==> src/rtl/acc_guard_pkg.sv <==
package acc_guard_pkg;

    typedef enum logic [1:0] {
        ACC_FETCH = 2'd0,
        ACC_LOAD  = 2'd1,
        ACC_STORE = 2'd2,
        ACC_RSVD  = 2'd3
    } acc_kind_e;

    typedef enum logic [1:0] {
        ST_IDLE  = 2'd0,
        ST_ISSUE = 2'd1,
        ST_AWAIT = 2'd2,
        ST_TRAP  = 2'd3
    } guard_state_e;

    localparam int CAUSE_W = 4;
    localparam int TRAP_W  = 32;
    localparam int CAUSE_LSB = 16;

    localparam logic [CAUSE_W-1:0] CAUSE_FETCH_FAULT = 4'd1;
    localparam logic [CAUSE_W-1:0] CAUSE_LD_MISAL    = 4'd4;
    localparam logic [CAUSE_W-1:0] CAUSE_LD_FAULT    = 4'd5;
    localparam logic [CAUSE_W-1:0] CAUSE_ST_MISAL    = 4'd6;
    localparam logic [CAUSE_W-1:0] CAUSE_ST_FAULT    = 4'd7;

    // Width of the low address slice that any alignment test can inspect.
    function automatic int low_bits(input int szw);
        int mw;
        mw = (1 << szw) - 1;
        return (mw < 2) ? 2 : mw;
    endfunction

    function automatic logic [TRAP_W-1:0] pack_trap(input logic [CAUSE_W-1:0] cause);
        logic [TRAP_W-1:0] w;
        w = '0;
        w[TRAP_W-1] = 1'b1;
        w[CAUSE_LSB +: CAUSE_W] = cause;
        return w;
    endfunction

endpackage

==> src/rtl/acc_align_chk.sv <==
module acc_align_chk
    import acc_guard_pkg::*;
#(
    parameter int SZW = 2
) (
    input  acc_kind_e                     kind,
    input  logic [SZW-1:0]                size,
    input  logic                          rvc_on,
    input  logic [low_bits(SZW)-1:0]      addr_lo,
    output logic                          misaligned,
    output logic [CAUSE_W-1:0]            cause
);
    localparam int LW = low_bits(SZW);

    logic [LW-1:0] size_mask;
    logic [LW-1:0] fetch_mask;
    logic [LW-1:0] use_mask;

    // Mask bit i is set when the access length exceeds 2^i bytes.
    for (genvar i = 0; i < LW; i++) begin : g_mask
        assign size_mask[i] = (int'(size) > i);
    end

    always_comb begin
        fetch_mask    = '0;
        fetch_mask[0] = 1'b1;
        fetch_mask[1] = ~rvc_on;
    end

    always_comb begin
        use_mask   = (kind == ACC_FETCH) ? fetch_mask : size_mask;
        misaligned = |(addr_lo & use_mask);
        cause      = (kind == ACC_STORE) ? CAUSE_ST_MISAL : CAUSE_LD_MISAL;
    end


    always_comb begin
        if (kind != ACC_FETCH && size == '0) begin
            byte_never_misal_chk: assert (!misaligned);
        end
    end

endmodule

==> src/rtl/acc_fault_reg.sv <==
module acc_fault_reg #(
    parameter int AW = 32
) (
    input  logic          clk,
    input  logic          rst_n,
    input  logic          capture,
    input  logic [AW-1:0] cap_addr,
    input  logic          clear,
    output logic [AW-1:0] fault_addr
);
    always_ff @(posedge clk or negedge rst_n) begin
        if (!rst_n) begin
            fault_addr <= '0;
        end else if (capture) begin
            fault_addr <= cap_addr;
        end else if (clear) begin
            fault_addr <= '0;
        end
    end


    fault_clear_chk: assert property (@(posedge clk) disable iff (!rst_n)
        (clear && !capture) |=> (fault_addr == '0));


    fault_capture_chk: assert property (@(posedge clk) disable iff (!rst_n)
        capture |=> (fault_addr == $past(cap_addr)));

endmodule

==> src/rtl/mem_access_guard.sv <==
module mem_access_guard
    import acc_guard_pkg::*;
#(
    parameter int AW  = 32,
    parameter int DW  = 32,
    parameter int SZW = 2
) (
    input  logic               clk,
    input  logic               rst_n,
    input  logic               rvc_on,
    input  logic               req_valid,
    output logic               req_ready,
    input  logic [1:0]         req_kind,
    input  logic [SZW-1:0]     req_size,
    input  logic [AW-1:0]      req_addr,
    input  logic [DW-1:0]      req_wdata,
    output logic               mem_valid,
    input  logic               mem_ready,
    output logic [1:0]         mem_kind,
    output logic [SZW-1:0]     mem_size,
    output logic [AW-1:0]      mem_addr,
    output logic [DW-1:0]      mem_wdata,
    input  logic               mem_rsp_valid,
    input  logic               mem_rsp_err,
    input  logic [DW-1:0]      mem_rsp_rdata,
    output logic               rsp_valid,
    output logic [DW-1:0]      rsp_rdata,
    output logic [TRAP_W-1:0]  trap_word,
    input  logic               trap_ack,
    output logic [AW-1:0]      fault_addr
);
    localparam int LW = low_bits(SZW);

    guard_state_e state_q, state_d;

    acc_kind_e          kind_q;
    logic [SZW-1:0]     size_q;
    logic [AW-1:0]      addr_q;
    logic [DW-1:0]      wdata_q;
    logic [CAUSE_W-1:0] cause_q, cause_d;

    logic               accept;
    logic               mis;
    logic [CAUSE_W-1:0] mis_cause;
    logic               rsp_fault;
    logic [CAUSE_W-1:0] rsp_cause;
    logic               cap_en;
    logic [AW-1:0]      cap_addr;
    logic               clr_en;

    acc_align_chk #(.SZW(SZW)) u_align (
        .kind       (acc_kind_e'(req_kind)),
        .size       (req_size),
        .rvc_on     (rvc_on),
        .addr_lo    (req_addr[LW-1:0]),
        .misaligned (mis),
        .cause      (mis_cause)
    );

    assign accept    = req_valid && (state_q == ST_IDLE);
    assign rsp_fault = (state_q == ST_AWAIT) && mem_rsp_valid && mem_rsp_err;

    always_comb begin
        unique case (kind_q)
            ACC_FETCH: rsp_cause = CAUSE_FETCH_FAULT;
            ACC_STORE: rsp_cause = CAUSE_ST_FAULT;
            default:   rsp_cause = CAUSE_LD_FAULT;
        endcase
    end

    // Next-state logic
    always_comb begin
        state_d = state_q;
        cause_d = cause_q;
        unique case (state_q)
            ST_IDLE: begin
                if (req_valid) begin
                    if (mis) begin
                        state_d = ST_TRAP;
                        cause_d = mis_cause;
                    end else begin
                        state_d = ST_ISSUE;
                    end
                end
            end
            ST_ISSUE: begin
                if (mem_ready) state_d = ST_AWAIT;
            end
            ST_AWAIT: begin
                if (mem_rsp_valid) begin
                    if (mem_rsp_err) begin
                        state_d = ST_TRAP;
                        cause_d = rsp_cause;
                    end else begin
                        state_d = ST_IDLE;
                    end
                end
            end
            ST_TRAP: begin
                if (trap_ack) state_d = ST_IDLE;
            end
            default: state_d = ST_IDLE;
        endcase
    end

    // State register
    always_ff @(posedge clk or negedge rst_n) begin
        if (!rst_n) begin
            state_q <= ST_IDLE;
            cause_q <= '0;
        end else begin
            state_q <= state_d;
            cause_q <= cause_d;
        end
    end

    // Request holding registers
    always_ff @(posedge clk or negedge rst_n) begin
        if (!rst_n) begin
            kind_q  <= ACC_FETCH;
            size_q  <= '0;
            addr_q  <= '0;
            wdata_q <= '0;
        end else if (accept) begin
            kind_q  <= acc_kind_e'(req_kind);
            size_q  <= req_size;
            addr_q  <= req_addr;
            wdata_q <= req_wdata;
        end
    end

    assign cap_en   = (accept && mis) || rsp_fault;
    assign cap_addr = (state_q == ST_IDLE) ? req_addr : addr_q;
    assign clr_en   = (state_q == ST_TRAP) && trap_ack;

    acc_fault_reg #(.AW(AW)) u_fault (
        .clk        (clk),
        .rst_n      (rst_n),
        .capture    (cap_en),
        .cap_addr   (cap_addr),
        .clear      (clr_en),
        .fault_addr (fault_addr)
    );

    // Outputs
    always_comb begin
        req_ready = 1'b0;
        mem_valid = 1'b0;
        rsp_valid = 1'b0;
        trap_word = '0;
        unique case (state_q)
            ST_IDLE:  req_ready = 1'b1;
            ST_ISSUE: mem_valid = 1'b1;
            ST_AWAIT: rsp_valid = mem_rsp_valid && !mem_rsp_err;
            ST_TRAP:  trap_word = pack_trap(cause_q);
            default:  req_ready = 1'b0;
        endcase
        mem_kind  = kind_q;
        mem_size  = size_q;
        mem_addr  = addr_q;
        mem_wdata = wdata_q;
        rsp_rdata = mem_rsp_rdata;
    end


    misal_no_issue_chk: assert property (@(posedge clk) disable iff (!rst_n)
        (req_valid && req_ready && mis) |=> (!mem_valid && trap_word[TRAP_W-1]));


    issue_hold_chk: assert property (@(posedge clk) disable iff (!rst_n)
        (mem_valid && !mem_ready) |=> (mem_valid && $stable(mem_addr) && $stable(mem_wdata)));


    trap_hold_chk: assert property (@(posedge clk) disable iff (!rst_n)
        (trap_word[TRAP_W-1] && !trap_ack) |=> $stable(trap_word));


    rsp_no_trap_chk: assert property (@(posedge clk) disable iff (!rst_n)
        rsp_valid |-> !trap_word[TRAP_W-1]);


    busy_no_ready_chk: assert property (@(posedge clk) disable iff (!rst_n)
        (mem_valid || trap_word[TRAP_W-1]) |-> !req_ready);

endmodule

==> config.mk <==
export PLATFORM = sky130hd
export DESIGN_NAME = mem_access_guard
export DESIGN_NICKNAME = d
export VERILOG_FILES = /design/src/rtl/acc_guard_pkg.sv /design/src/rtl/acc_align_chk.sv /design/src/rtl/acc_fault_reg.sv /design/src/rtl/mem_access_guard.sv
export SDC_FILE = /design/constraint.sdc
export NUM_CORES = 1
export LEC_CHECK = 0
export ABC_AREA = 1
export BUFFER_PORTS_ARGS = -buffer_cell sky130_fd_sc_hd__buf_2
export CAP_MARGIN = 20
export CELL_PAD_IN_SITES_DETAIL_PLACEMENT = 1
export CELL_PAD_IN_SITES_GLOBAL_PLACEMENT = 2
export CORE_MARGIN = 2
export CORE_UTILIZATION = 22
export CTS_CLUSTER_DIAMETER = 50
export DETAILED_ROUTE_END_ITERATION = 8
export HOLD_SLACK_MARGIN = 0.03
export PLACE_DENSITY_LB_ADDON = 0.08
export SYNTH_ARGS = -nofsm -noshare
export SYNTH_HDL_FRONTEND = slang
export SYNTH_SLANG_ARGS = --single-unit
==> constraint.sdc <==
create_clock -name clk -period 1.4 [get_ports clk]
set_clock_uncertainty 0.2 [all_clocks]
set_input_delay 0.21 -clock clk [delete_from_list [all_inputs] [get_ports clk]]
set_output_delay 0.21 -clock clk [all_outputs]
set_load 0.05 [all_outputs]
==> insert_results.sql, run 1 <==
INSERT INTO impl_metrics (metric_group, metric, value, unit) VALUES
('global_routing', 'globalRoute.totalOverflow', '0', ''),
('place', 'gp_routability_congestion', '0.731', ''),
('sta', 'final.setup.tns', '-31.58', 'ns'),
('sta', 'setup_ws', '-0.355', 'ns'),
('cells_and_area', 'layout.nets', '1017', ''),
('detailed_routing', 'drtPass1Iterations', '4', ''),
('setup_path', 'cp_data_required_time', '1.44', 'ns'),
('pwr', 'switching_share', '0.505', ''),
('cells_and_area', 'final_common_cell', 'nand2_1', ''),
('synth', 'synth_largest_area_cell', 'dfrtp_1', ''),
('pwr', 'share_seq_of_total_power', '0.233', ''),
('synth', 'synth_top_cells_by_area', 'dfrtp_1 51%, nand2_1 18%, buf_4 10%, o21ai_0 6.8%, nand4_1 3.9%', ''),
('sta', 'timing.final.hold_violations', '0', ''),
('setup_path', 'crit_path_start_kind', 'flop', ''),
('cells_and_area', 'layout-drive-gt1-share', '0.519', ''),
('sta', 'finalMaxSlewViolations', '0', ''),
('detailed_routing', 'drt-wirelength-per-cell', '16.5', 'um'),
('place', 'dp.final_hpwl', '12600', 'um'),
('floorplan', 'placement_rows', '55', ''),
('floorplan', 'top_level_pins', '275', ''),
('synth', 'post-synth-top-area-fraction', '0.513', ''),
('cells_and_area', 'design_area', '0.00965', 'mm2'),
('setup_path', 'worst-setup-path-type', 'reg -> reg', ''),
('floorplan', 'start_util', '0.225', ''),
('clocking', 'worst_setup_hold_path_clk_slew', '0.07', 'ns'),
('floorplan', 'floorplan.die.height', '157', 'um'),
('clocking', 'cts_buffers', '9', ''),
('detailed_routing', 'route.vias.total', '5110', ''),
('clocking', 'clock_latency', '0.35', 'ns'),
('clocking', 'clock_tree.root_cell', 'clkbuf_16', ''),
('place', 'dpl-instance-area', '0.00636', 'mm2'),
('job', 'max_cap_viol_count', '0', ''),
('global_routing', 'first_global_vias', '5531', ''),
('synth', 'synth.yosys.warnings', '0', ''),
('detailed_routing', 'drc', '0', ''),
('cells_and_area', 'nFillCells', '2564', ''),
('synth', 'synth_seq_area_share', '0.513', ''),
('synth', 'postSynthAreaPerCell', '8.19', 'um2'),
('synth', 'syn_area', '0.00512', 'mm2'),
('cells_and_area', 'fin_util', '0.424', ''),
('synth', 'synth_cells', '625', ''),
('pwr', 'netSwitchingPower', '12700', 'uW'),
('detailed_routing', 'detail_route.iter0.violations', '118', ''),
('pwr', 'power_leakage', '0.00496', 'uW'),
('clocking', 'tritoncts_num_sinks', '105', ''),
('pwr', 'power_frac_comb', '0.664', ''),
('sta', 'peak_freq', '570', 'MHz'),
('detailed_routing', 'vias_per_cell', '4.17', ''),
('clocking', 'clock_tree.buffer_depth', '2', ''),
('worst_hold_path', 'worstHoldPathType', 'in -> reg', ''),
('cells_and_area', 'num_antenna_cells', '0', ''),
('clocking', 'tritoncts_clock_tree', 'done', ''),
('pwr', 'power.density', '2610', 'mW/mm2'),
('global_routing', 'grt_first_pass_wirelength', '31200', 'um'),
('synth', 'synth.distinct_cells', '23', ''),
('setup_path', 'end_kind', 'flop', ''),
('run_status', 'violations', 'setup timing', ''),
('global_routing', 'combined_global_route_utilization_of_all_metal_layers', '0.167', ''),
('global_routing', 'grt_antenna_before_repair', '1', ''),
('synth', 'yosys_register_bits', '105', ''),
('floorplan', 'die-width', '157', 'um'),
('cells_and_area', 'area_delta_synth_final', '88.5', '%'),
('pwr', 'vdd_drop_max', '1.27', 'mV'),
('detailed_routing', 'detail-route-antenna-nets', '0', ''),
('floorplan', 'core_region_area', '0.0228', 'mm2'),
('run_status', 'run_status', 'finished with violations', ''),
('sta', 'grt_setup_unrepaired', 'yes', ''),
('setup_path', 'worst-path-max-fanout', '7', ''),
('place', 'place.port_buffers', '182', ''),
('sta', 'setup_violations', '115', ''),
('floorplan', 'design.die.area', '0.0245', 'mm2'),
('global_routing', 'grt_max_degree', '33', ''),
('detailed_routing', 'routed_wl', '20200', 'um'),
('cells_and_area', 'layout_common_cells', '120 x nand2_1, 97 x dfrtp_1, 74 x buf_2, 73 x buf_4, 72 x buf_6', ''),
('setup_path', 'worst_ep_arrival_time', '1.79', 'ns'),
('pwr', 'clock_power_share', '0.103', ''),
('pwr', 'power_report.internal_total', '12400', 'uW'),
('sta', 'timing.final.crit_share', '1.25', ''),
('sta', 'finalCriticalPeriod', '1.75', 'ns'),
('clocking', 'cts_htree_levels', '3', '');
-- timing repair --
action / CTS / global route
endpoints found under the hold margin: 176 / 0
gates resized for setup: 301 / 226
setup buffers: 24 / 21
cloned: 19 / 2
endpoints found under the setup margin: 206 / 153
hold buffers: 69 / 0
pin swaps: 12 / 50
-- registers in the layout, indices dropped and copies added (netlist names) --
register / cells
mem_size: 2
mem_wdata: 32
mem_kind: 2
u_fault.fault_addr: 32
mem_addr: 32
cause_q: 3
state_q: 2
-- cell usage after synthesis, drive strengths merged --
| cell | number |
|---|---|
| nor3 | 1 |
| buf | 89 |
| conb | 1 |
| nand3 | 7 |
| or2 | 1 |
| clkbuf | 4 |
| nor2 | 9 |
| o21ai | 71 |
| inv | 51 |
| dfrtp | 105 |
| o31ai | 1 |
| a21oi | 2 |
| nand4 | 32 |
| nand2 | 251 |
-- stage by stage --
| step | std cells | power (uW) | worst slack, ns | hold slack [ns] |
|---|---|---|---|---|
| 4_1_cts | 1215 | 23500 | -0.342 | 0.0369 |
| 3_3_place_gp | 1088 | 16500 | -0.205 | -0.0575 |
| 5_1_grt | 1226 | 26600 | -0.423 | 0.0430 |
| 2_1_floorplan | 652 | 13700 | -0.177 | -0.286 |
| 3_5_place_dp | 1088 | 16700 | -0.299 | -0.0564 |
| 6_report | 1226 | 25100 | -0.355 | 0.0303 |
-- cells by family (layout without fill, tap and decap cells) --
logic type | count (synthesis) | after routing | synth area share
and+or+nand+nor | 301 | 301 | 0.249
buffers and inverters | 144 | 405 | 0.164
DFF | 105 | 105 | 0.513
AOI/OAI and AO/OA | 74 | 74 | 0.0728
other | 1 | 28 | 0.000732
-- path summary, 6_finish.rpt --
path | to | slack [ns] | startpoint | depth (start not counted)
worst max register to register | u_fault.fault_addr[22]$_DFFE_PN0P_ | -0.35 | state_q[0]$_DFFE_PN0P_ | 9
worst max-delay path | u_fault.fault_addr[22]$_DFFE_PN0P_ | -0.35 | state_q[0]$_DFFE_PN0P_ | 9
min in group asynchronous | mem_addr[10]$_DFFE_PN0P_ | 0.10 | rst_n | 2
max in group asynchronous | mem_addr[27]$_DFFE_PN0P_ | 0.39 | rst_n | 3
worst min-delay path | state_q[0]$_DFFE_PN0P_ | 0.03 | mem_ready | 4
worst min register to register | mem_wdata[8]$_DFFE_PN0P_ | 0.30 | mem_wdata[8]$_DFFE_PN0P_ | 2
-- worst max-delay path, stage by stage, from the launching register on --
cell,delay [ns]
dfrtp_2,0.45
inv_2,0.10
nand2_4,0.07
nor2_4,0.12
buf_12,0.12
nand3_4,0.14
buf_12,0.17
buf_8,0.13
nand4_1,0.07
nand2_1,0.07
-- layer usage --
layer,vias up,GRT usage,wire length [um]
met4,0,0.0406,208
met1,2502,0.204,8560
met5,-,0,0
met3,16,0.0388,1100
li1,2452,-,-
met2,140,0.298,10300
-- power by group through the flow --
stage	clock (uW)	combinational [uW]	sequential (uW)
6_report	2590	16700	5870
5_1_grt	2800	17700	6060
4_1_cts	2700	15200	5660
3_5_place_dp	0	11200	5470
3_3_place_gp	0	11100	5420
2_1_floorplan	0	3760	9950
-- area by class of cell --
class | instances | area, um2 | share of cell area
clock inverter | 5 | 57.6 | 0.00596
tap | 313 | 392 | 0.0406
timing repair buffer | 338 | 3490 | 0.362
clock buffer | 10 | 229 | 0.0237
sequential | 105 | 2640 | 0.273
timing repair inverter | 1 | 30.0 | 0.00311
inverter | 51 | 225 | 0.0233
multi-input combinational | 403 | 2590 | 0.268
Power figures use the tool's default switching activity.
==> run 2, diff against run 1 <==
--- a/config.mk
+++ b/config.mk
@@ -11,7 +11,7 @@
 export CELL_PAD_IN_SITES_DETAIL_PLACEMENT = 1
 export CELL_PAD_IN_SITES_GLOBAL_PLACEMENT = 2
 export CORE_MARGIN = 2
-export CORE_UTILIZATION = 22
+export CORE_UTILIZATION = 24
 export CTS_CLUSTER_DIAMETER = 50
 export DETAILED_ROUTE_END_ITERATION = 8
 export HOLD_SLACK_MARGIN = 0.03
==> constraint.sdc (replaced) <==
create_clock -name clk -period 1.9 [get_ports clk]
set_clock_uncertainty 0.2 [all_clocks]
set_input_delay 0.285 -clock clk [delete_from_list [all_inputs] [get_ports clk]]
set_output_delay 0.285 -clock clk [all_outputs]
set_load 0.05 [all_outputs]
==> run 2 against run 1 <==
  * The flow now finishes without violations
  * Die area is 8.1% lower
  * Register-to-register slack better by 0.65 ns
  * Final cell count is 9.0% lower
  * Sequential cell count stayed put
  * Worst hold slack better by 0.011 ns
  * Routed wire length is 20% lower
  * Critical endpoint is now rsp_valid
  * Largest power group unchanged
  * Global-route usage is 2.1 points lower
  * Worst setup slack better by 0.43 ns
  * First-iteration DRC count is 17% higher
  * Design area is 27% lower
  * Critical path depth is 4 lower
==> insert_results.sql, run 2 (synthesized netlist as in run 1, its figures left out) <==
INSERT INTO impl_metrics (metric_group, metric, value, unit) VALUES
('clocking', 'worst_setup_hold_path_clk_slew', '0.07', 'ns'),
('cells_and_area', 'final_common_cell', 'nand2_1', ''),
('setup_path', 'crit_path_start_kind', 'flop', ''),
('sta', 'grt_setup_unrepaired', 'yes', ''),
('worst_hold_path', 'hold_path_end', 'mem_addr[15]$_DFFE_PN0P_', ''),
('detailed_routing', 'topRoutingLayerUsed', 'met4', ''),
('sta', 'finalMaxSlewViolations', '0', ''),
('sta', 'timing.final.hold_violations', '0', ''),
('place', 'place.port_buffers', '182', ''),
('worst_hold_path', 'min_from', 'req_addr[15]', ''),
('setup_path', 'worst-path-max-fanout', '4', ''),
('pwr', 'power_frac_comb', '0.575', ''),
('pwr', 'switching_share', '0.554', ''),
('detailed_routing', 'wl_met1', '7550', 'um'),
('pwr', 'total_power', '13700', 'uW'),
('floorplan', 'top_level_pins', '275', ''),
('pwr', 'power_leakage', '0.00392', 'uW'),
('job', 'max_cap_viol_count', '0', ''),
('global_routing', 'grt_first_pass_wirelength', '25700', 'um'),
('sta', 'peak_freq', '548', 'MHz'),
('detailed_routing', 'met3WireLength', '856', 'um'),
('clocking', 'clock_latency', '0.35', 'ns'),
('floorplan', 'placement_rows', '53', ''),
('cells_and_area', 'nFillCells', '2548', ''),
('setup_path', 'worst_reg2reg_setup_slack', '0.30', 'ns'),
('sta', 'setup_ws', '0.0737', 'ns'),
('setup_path', 'worstSetupStartpoint', 'state_q[1]$_DFFE_PN0P_', ''),
('detailed_routing', 'routed_wl', '16100', 'um'),
('cells_and_area', 'register_area', '0.00263', 'mm2'),
('cells_and_area', 'layout.nets', '944', ''),
('setup_path', 'worst_path_dominant_cell_family', 'flip-flops', ''),
('detailed_routing', 'detail_route.iter0.violations', '138', ''),
('clocking', 'cts_buffers', '9', ''),
('setup_path', 'worst_flop_to_flop_path_endpoint', 'u_fault.fault_addr[21]$_DFFE_PN0P_', ''),
('sta', 'timing.final.crit_share', '0.961', ''),
('floorplan', 'floorplan.die.height', '150', 'um'),
('global_routing', 'first_global_vias', '4871', ''),
('detailed_routing', 'detail-route-antenna-nets', '0', ''),
('setup_path', 'cp_num_buf_inv', '3', ''),
('sta', 'setup_violations', '0', ''),
('global_routing', 'combined_global_route_utilization_of_all_metal_layers', '0.146', ''),
('setup_path', 'reg2regPathDepth', '8', ''),
('clocking', 'clock_tree.buffer_depth', '2', ''),
('cells_and_area', 'num_antenna_cells', '0', ''),
('worst_hold_path', 'min_path_cells', '3', ''),
('setup_path', 'crit_path_frequent_cell', 'inv_2', ''),
('clocking', 'clock_tree.root_cell', 'clkbuf_16', ''),
('sta', 'final.setup.tns', '0', 'ns'),
('setup_path', 'crit_path_max_incr_delay', '0.39', 'ns'),
('clocking', 'tritoncts_clock_tree', 'done', ''),
('pwr', 'vdd_drop_max', '0.735', 'mV'),
('detailed_routing', 'vias_per_cell', '4.20', ''),
('clocking', 'tritoncts_num_sinks', '105', ''),
('global_routing', 'grt_max_degree', '70', ''),
('cells_and_area', 'layout_common_cells', '248 x nand2_1, 175 x buf_2, 104 x dfrtp_1, 70 x o21ai_0, 65 x dlygate4sd3_1', ''),
('place', 'place_ws', '0.268', 'ns'),
('run_status', 'run_status', 'finished, final reports clean', ''),
('cells_and_area', 'multi_input_comb_area', '0.00176', 'mm2'),
('floorplan', 'design.die.area', '0.0225', 'mm2'),
('place', 'gp_routability_congestion', '0.707', ''),
('pwr', 'power.density', '1950', 'mW/mm2'),
('setup_path', 'worst-setup-path-type', 'reg -> out', ''),
('setup_path', 'end_kind', 'primary output', ''),
('setup_path', 'worst_reg2reg_path_startpoint', 'state_q[1]$_DFFE_PN0P_', ''),
('detailed_routing', 'route.met2.wl', '7460', 'um'),
('setup_path', 'worst_ep_arrival_time', '1.34', 'ns'),
('pwr', 'netSwitchingPower', '7600', 'uW'),
('setup_path', 'cp_data_required_time', '1.41', 'ns'),
('setup_path', 'cell_at_the_slowest_stage_of_the_critical_path', 'dfrtp_1', ''),
('floorplan', 'core_region_area', '0.0210', 'mm2'),
('floorplan', 'start_util', '0.244', ''),
('pwr', 'clock_power_share', '0.137', ''),
('detailed_routing', 'drc', '0', ''),
('setup_path', 'path_cells', 'inv_2 > nor2_4 > inv_2 > nor3_4 > buf_6', ''),
('global_routing', 'globalRoute.totalOverflow', '0', ''),
('clocking', 'cts_htree_levels', '3', ''),
('cells_and_area', 'area_delta_synth_final', '37.1', '%'),
('cells_and_area', 'layout-drive-gt1-share', '0.275', ''),
('pwr', 'power_report.internal_total', '6110', 'uW'),
('detailed_routing', 'drt-wirelength-per-cell', '14.5', 'um'),
('global_routing', 'grt_antenna_before_repair', '0', ''),
('floorplan', 'die-width', '150', 'um'),
('pwr', 'share_seq_of_total_power', '0.288', ''),
('detailed_routing', 'drtPass1Iterations', '4', ''),
('sta', 'finalCriticalPeriod', '1.83', 'ns'),
('worst_hold_path', 'worstHoldPathType', 'in -> reg', ''),
('place', 'dp.final_hpwl', '11500', 'um'),
('detailed_routing', 'route.vias.total', '4684', '');
## run 2: cell types whose count changed in the layout (fill, tap and decap cells not counted), moves of 30 or more
cell and delta:
o21ai_0 +54, nand2_1 +128, buf_4 -56, nand2_2 -65
o21ai_2 -30, buf_6 -71, buf_2 +101, nand2_4 -60
## run 2: area by class of cell
| class | count | area share |
|---|---|---|
| Inverter | 51 | 0.0273 |
| Multi-Input combinational cell | 403 | 0.251 |
| Clock inverter | 4 | 0.00374 |
| Timing Repair Buffer | 266 | 0.256 |
| Clock buffer | 12 | 0.0380 |
| Tap cell | 275 | 0.0490 |
| Sequential cell | 105 | 0.374 |
## run 2: through the flow
stage | instances | area (um2) | util | hold WS [ns]
after CTS | 1115 | 7000 | 0.334 | 0.0304
final | 1116 | 7020 | 0.335 | 0.0410
after floorplan | 652 | 5230 | - | -0.211
after detailed placement | 1034 | 6040 | 0.288 | 0.0527
after global placement | 1034 | 6040 | 0.288 | 0.0491
after global routing | 1116 | 7020 | 0.335 | 0.0586
## run 2: what timing repair did
action                                 CTS  global route
setup endpoints to repair                4             4
buffers inserted                         0             1
gates resized for setup                  5             5
endpoints found under the hold margin   89             0
pin swaps                                0             1
hold buffers                            65             0
## run 2: worst max path at each step
| stage | end | slack, ns | cells past startpoint |
|---|---|---|---|
| after floorplan | u_fault.fault_addr[21]$_DFFE_PN0P_ | 0.14 | 6 |
| after global placement | u_fault.fault_addr[30]$_DFFE_PN0P_ | 0.31 | 7 |
| after detailed placement | u_fault.fault_addr[29]$_DFFE_PN0P_ | 0.27 | 7 |
| after CTS | rsp_valid | -0.02 | 4 |
| after global routing | rsp_valid | -0.04 | 5 |
| final | rsp_valid | 0.07 | 5 |
## run 2: worst register-to-register path, stage by stage, from the launching register on
cell     delay [ns]
dfrtp_1        0.39
inv_2          0.08
nor2_4         0.14
inv_2          0.08
nor2_4         0.11
nand2_4        0.08
buf_4          0.23
nand4_1        0.14
nand2_1        0.06
## run 2: power groups by stage
stage	registers, uW	logic (uW)	clock network (uW)
final	3950	7880	1880
after detailed placement	4000	7860	0
after global placement	3990	7770	0
after floorplan	7320	2640	0
after global routing	4100	8530	2040
after CTS	3970	7990	1970
## run 2: routing by layer
metal	vias up	GRT usage
met3	23	0.0314
li1	2291	-
met2	130	0.244
met5	-	0
met1	2240	0.186
met4	0	0.0491
==> run 3, diff against run 2 <==
--- a/config.mk
+++ b/config.mk
@@ -14,7 +14,7 @@
 export CORE_UTILIZATION = 24
 export CTS_CLUSTER_DIAMETER = 50
 export DETAILED_ROUTE_END_ITERATION = 8
-export HOLD_SLACK_MARGIN = 0.03
+export HOLD_SLACK_MARGIN = 0.06
 export PLACE_DENSITY_LB_ADDON = 0.08
 export SYNTH_ARGS = -nofsm -noshare
 export SYNTH_HDL_FRONTEND = slang
==> run 3 against run 2 <==
  * Critical path depth decreased by 2
  * First-iteration DRC count decreased by 2.2%
  * Final cell count increased by 0.18%
  * Worst setup slack got worse by 0.024 ns
  * Sequential power about the same
  * Sequential cell count unchanged
  * Power about the same
  * Critical path type unchanged
  * Critical endpoint is now trap_word[17]
==> insert_results.sql, run 3 (synthesized netlist as in run 1, its figures left out) <==
INSERT INTO impl_metrics (metric_group, metric, value, unit) VALUES
('floorplan', 'core_region_area', '0.0210', 'mm2'),
('sta', 'peak_freq', '540', 'MHz'),
('clocking', 'cts_buffers', '9', ''),
('clocking', 'clock_tree.buffer_depth', '2', ''),
('clocking', 'tritoncts_num_sinks', '105', ''),
('pwr', 'total_power', '13700', 'uW'),
('cells_and_area', 'area_delta_synth_final', '37.6', '%'),
('cells_and_area', 'layout.nets', '946', ''),
('setup_path', 'cell_at_the_slowest_stage_of_the_critical_path', 'dfrtp_2', ''),
('floorplan', 'design.die.area', '0.0225', 'mm2'),
('run_status', 'run_status', 'finished, final reports clean', ''),
('sta', 'grt_setup_unrepaired', 'yes', ''),
('place', 'dp.final_hpwl', '11500', 'um'),
('global_routing', 'first_global_vias', '4882', ''),
('detailed_routing', 'drtPass1Iterations', '4', ''),
('clocking', 'tritoncts_clock_tree', 'done', ''),
('place', 'numPlacedInstances', '1034', ''),
('setup_path', 'worst-setup-path-type', 'reg -> out', ''),
('floorplan', 'floorplan.die.height', '150', 'um'),
('global_routing', 'grt_antenna_before_repair', '0', ''),
('setup_path', 'crit_path_start_kind', 'flop', ''),
('detailed_routing', 'routed_wl', '16100', 'um'),
('detailed_routing', 'drc', '0', ''),
('place', 'gp_routability_congestion', '0.707', ''),
('sta', 'whs', '0.102', 'ns'),
('sta', 'final.setup.tns', '0', 'ns'),
('global_routing', 'globalRoute.totalOverflow', '0', ''),
('detailed_routing', 'route.vias.total', '4692', ''),
('sta', 'setup_violations', '0', ''),
('cells_and_area', 'fin_util', '0.336', ''),
('clocking', 'clock_tree.root_cell', 'clkbuf_16', ''),
('detailed_routing', 'vias_per_cell', '4.20', ''),
('sta', 'finalMaxSlewViolations', '0', ''),
('setup_path', 'cp_data_required_time', '1.41', 'ns'),
('global_routing', 'grt_first_pass_wirelength', '25600', 'um'),
('floorplan', 'start_util', '0.244', ''),
('floorplan', 'die-width', '150', 'um'),
('floorplan', 'top_level_pins', '275', ''),
('pwr', 'vdd_drop_max', '0.735', 'mV'),
('sta', 'finalCriticalPeriod', '1.85', 'ns'),
('detailed_routing', 'detail_route.iter0.violations', '135', ''),
('global_routing', 'grt_max_degree', '70', ''),
('clocking', 'worst_setup_hold_path_clk_slew', '0.07', 'ns'),
('setup_path', 'path_cells', 'nand2_1 > nor2_1 > buf_4', ''),
('clocking', 'cts_htree_levels', '3', ''),
('sta', 'timing.final.hold_violations', '0', ''),
('sta', 'timing.final.crit_share', '0.974', ''),
('setup_path', 'end_kind', 'primary output', ''),
('global_routing', 'combined_global_route_utilization_of_all_metal_layers', '0.146', ''),
('cells_and_area', 'layout-drive-gt1-share', '0.274', ''),
('setup_path', 'crit_path_max_incr_delay', '0.43', 'ns'),
('cells_and_area', 'fin_cells', '1118', ''),
('setup_path', 'worst-path-max-fanout', '5', ''),
('cells_and_area', 'num_antenna_cells', '0', ''),
('setup_path', 'worst_ep_arrival_time', '1.37', 'ns'),
('clocking', 'clock_latency', '0.35', 'ns'),
('cells_and_area', 'final_common_cell', 'nand2_1', ''),
('detailed_routing', 'detail-route-antenna-nets', '0', ''),
('setup_path', 'worst_reg2reg_setup_slack', '0.30', 'ns'),
('floorplan', 'placement_rows', '53', ''),
('job', 'max_cap_viol_count', '0', ''),
('worst_hold_path', 'worstHoldPathType', 'in -> reg', ''),
('detailed_routing', 'drt-wirelength-per-cell', '14.4', 'um'),
('pwr', 'power_leakage', '0.00393', 'uW'),
('cells_and_area', 'layout_common_cells', '248 x nand2_1, 175 x buf_2, 104 x dfrtp_1, 70 x o21ai_0, 67 x dlygate4sd3_1', ''),
('pwr', 'power.density', '1950', 'mW/mm2'),
('place', 'place.port_buffers', '182', '');
==> run 3: what timing repair did <==
item	in CTS	in global routing
setup endpoints to repair	4	6
pin swaps	0	1
setup buffers	0	1
hold buffers	67	0
hold endpoints to repair	149	0
gates resized for setup	5	6
==> run 3: worst paths after layout <==
path                                            from  cells past startpoint                            endpoint
max in group asynchronous                      rst_n                      3              state_q[0]$_DFFE_PN0P_
min reg2reg                mem_wdata[30]$_DFFE_PN0P_                      2           mem_wdata[30]$_DFFE_PN0P_
min in group asynchronous                      rst_n                      2             mem_addr[7]$_DFFE_PN0P_
max                           state_q[0]$_DFFE_PN0P_                      3                       trap_word[17]
min                                      req_size[1]                      3             mem_size[1]$_DFFE_PN0P_
max reg2reg                   state_q[1]$_DFFE_PN0P_                      8  u_fault.fault_addr[21]$_DFFE_PN0P_
==> run 3: cell type report <==
class | instances | area (um2)
Clock buffer | 12 | 267
Sequential cell | 105 | 2630
Multi-Input combinational cell | 403 | 1760
Inverter | 51 | 191
Tap cell | 275 | 344
Timing Repair Buffer | 268 | 1820
Clock inverter | 4 | 26.3
Fill cell | 2547 | 13900
==> run 3: critical path: cells and delay by family (launching register included) <==
| family | cells | cell delay (ns) |
|---|---|---|
| buf+inv | 1 | 0.23 |
| simple gates | 2 | 0.36 |
| flops | 1 | 0.43 |
==> run 3: through the flow <==
stage | setup slack (ns) | instance area [um2]
after floorplan | 0.141 | 5230
after global placement | 0.308 | 6040
after detailed placement | 0.268 | 6040
after CTS | -0.0184 | 7020
after global routing | -0.0394 | 7050
final | 0.0498 | 7050
==> run 3: where the power goes <==
group          switching [uW]  leakage (uW)  total (uW)  internal [uW]
Clock                     878      0.000145        1870            997
Combinational            6050       0.00245        7890           1840
Sequential                664       0.00133        3950           3280
Total                    7600       0.00393       13700           6120
==> run 3: layer usage <==
layer	global-route usage	wire [um]
met3	0.0308	881
met2	0.244	7480
met1	0.186	7500
met5	0	0
met4	0.0491	275
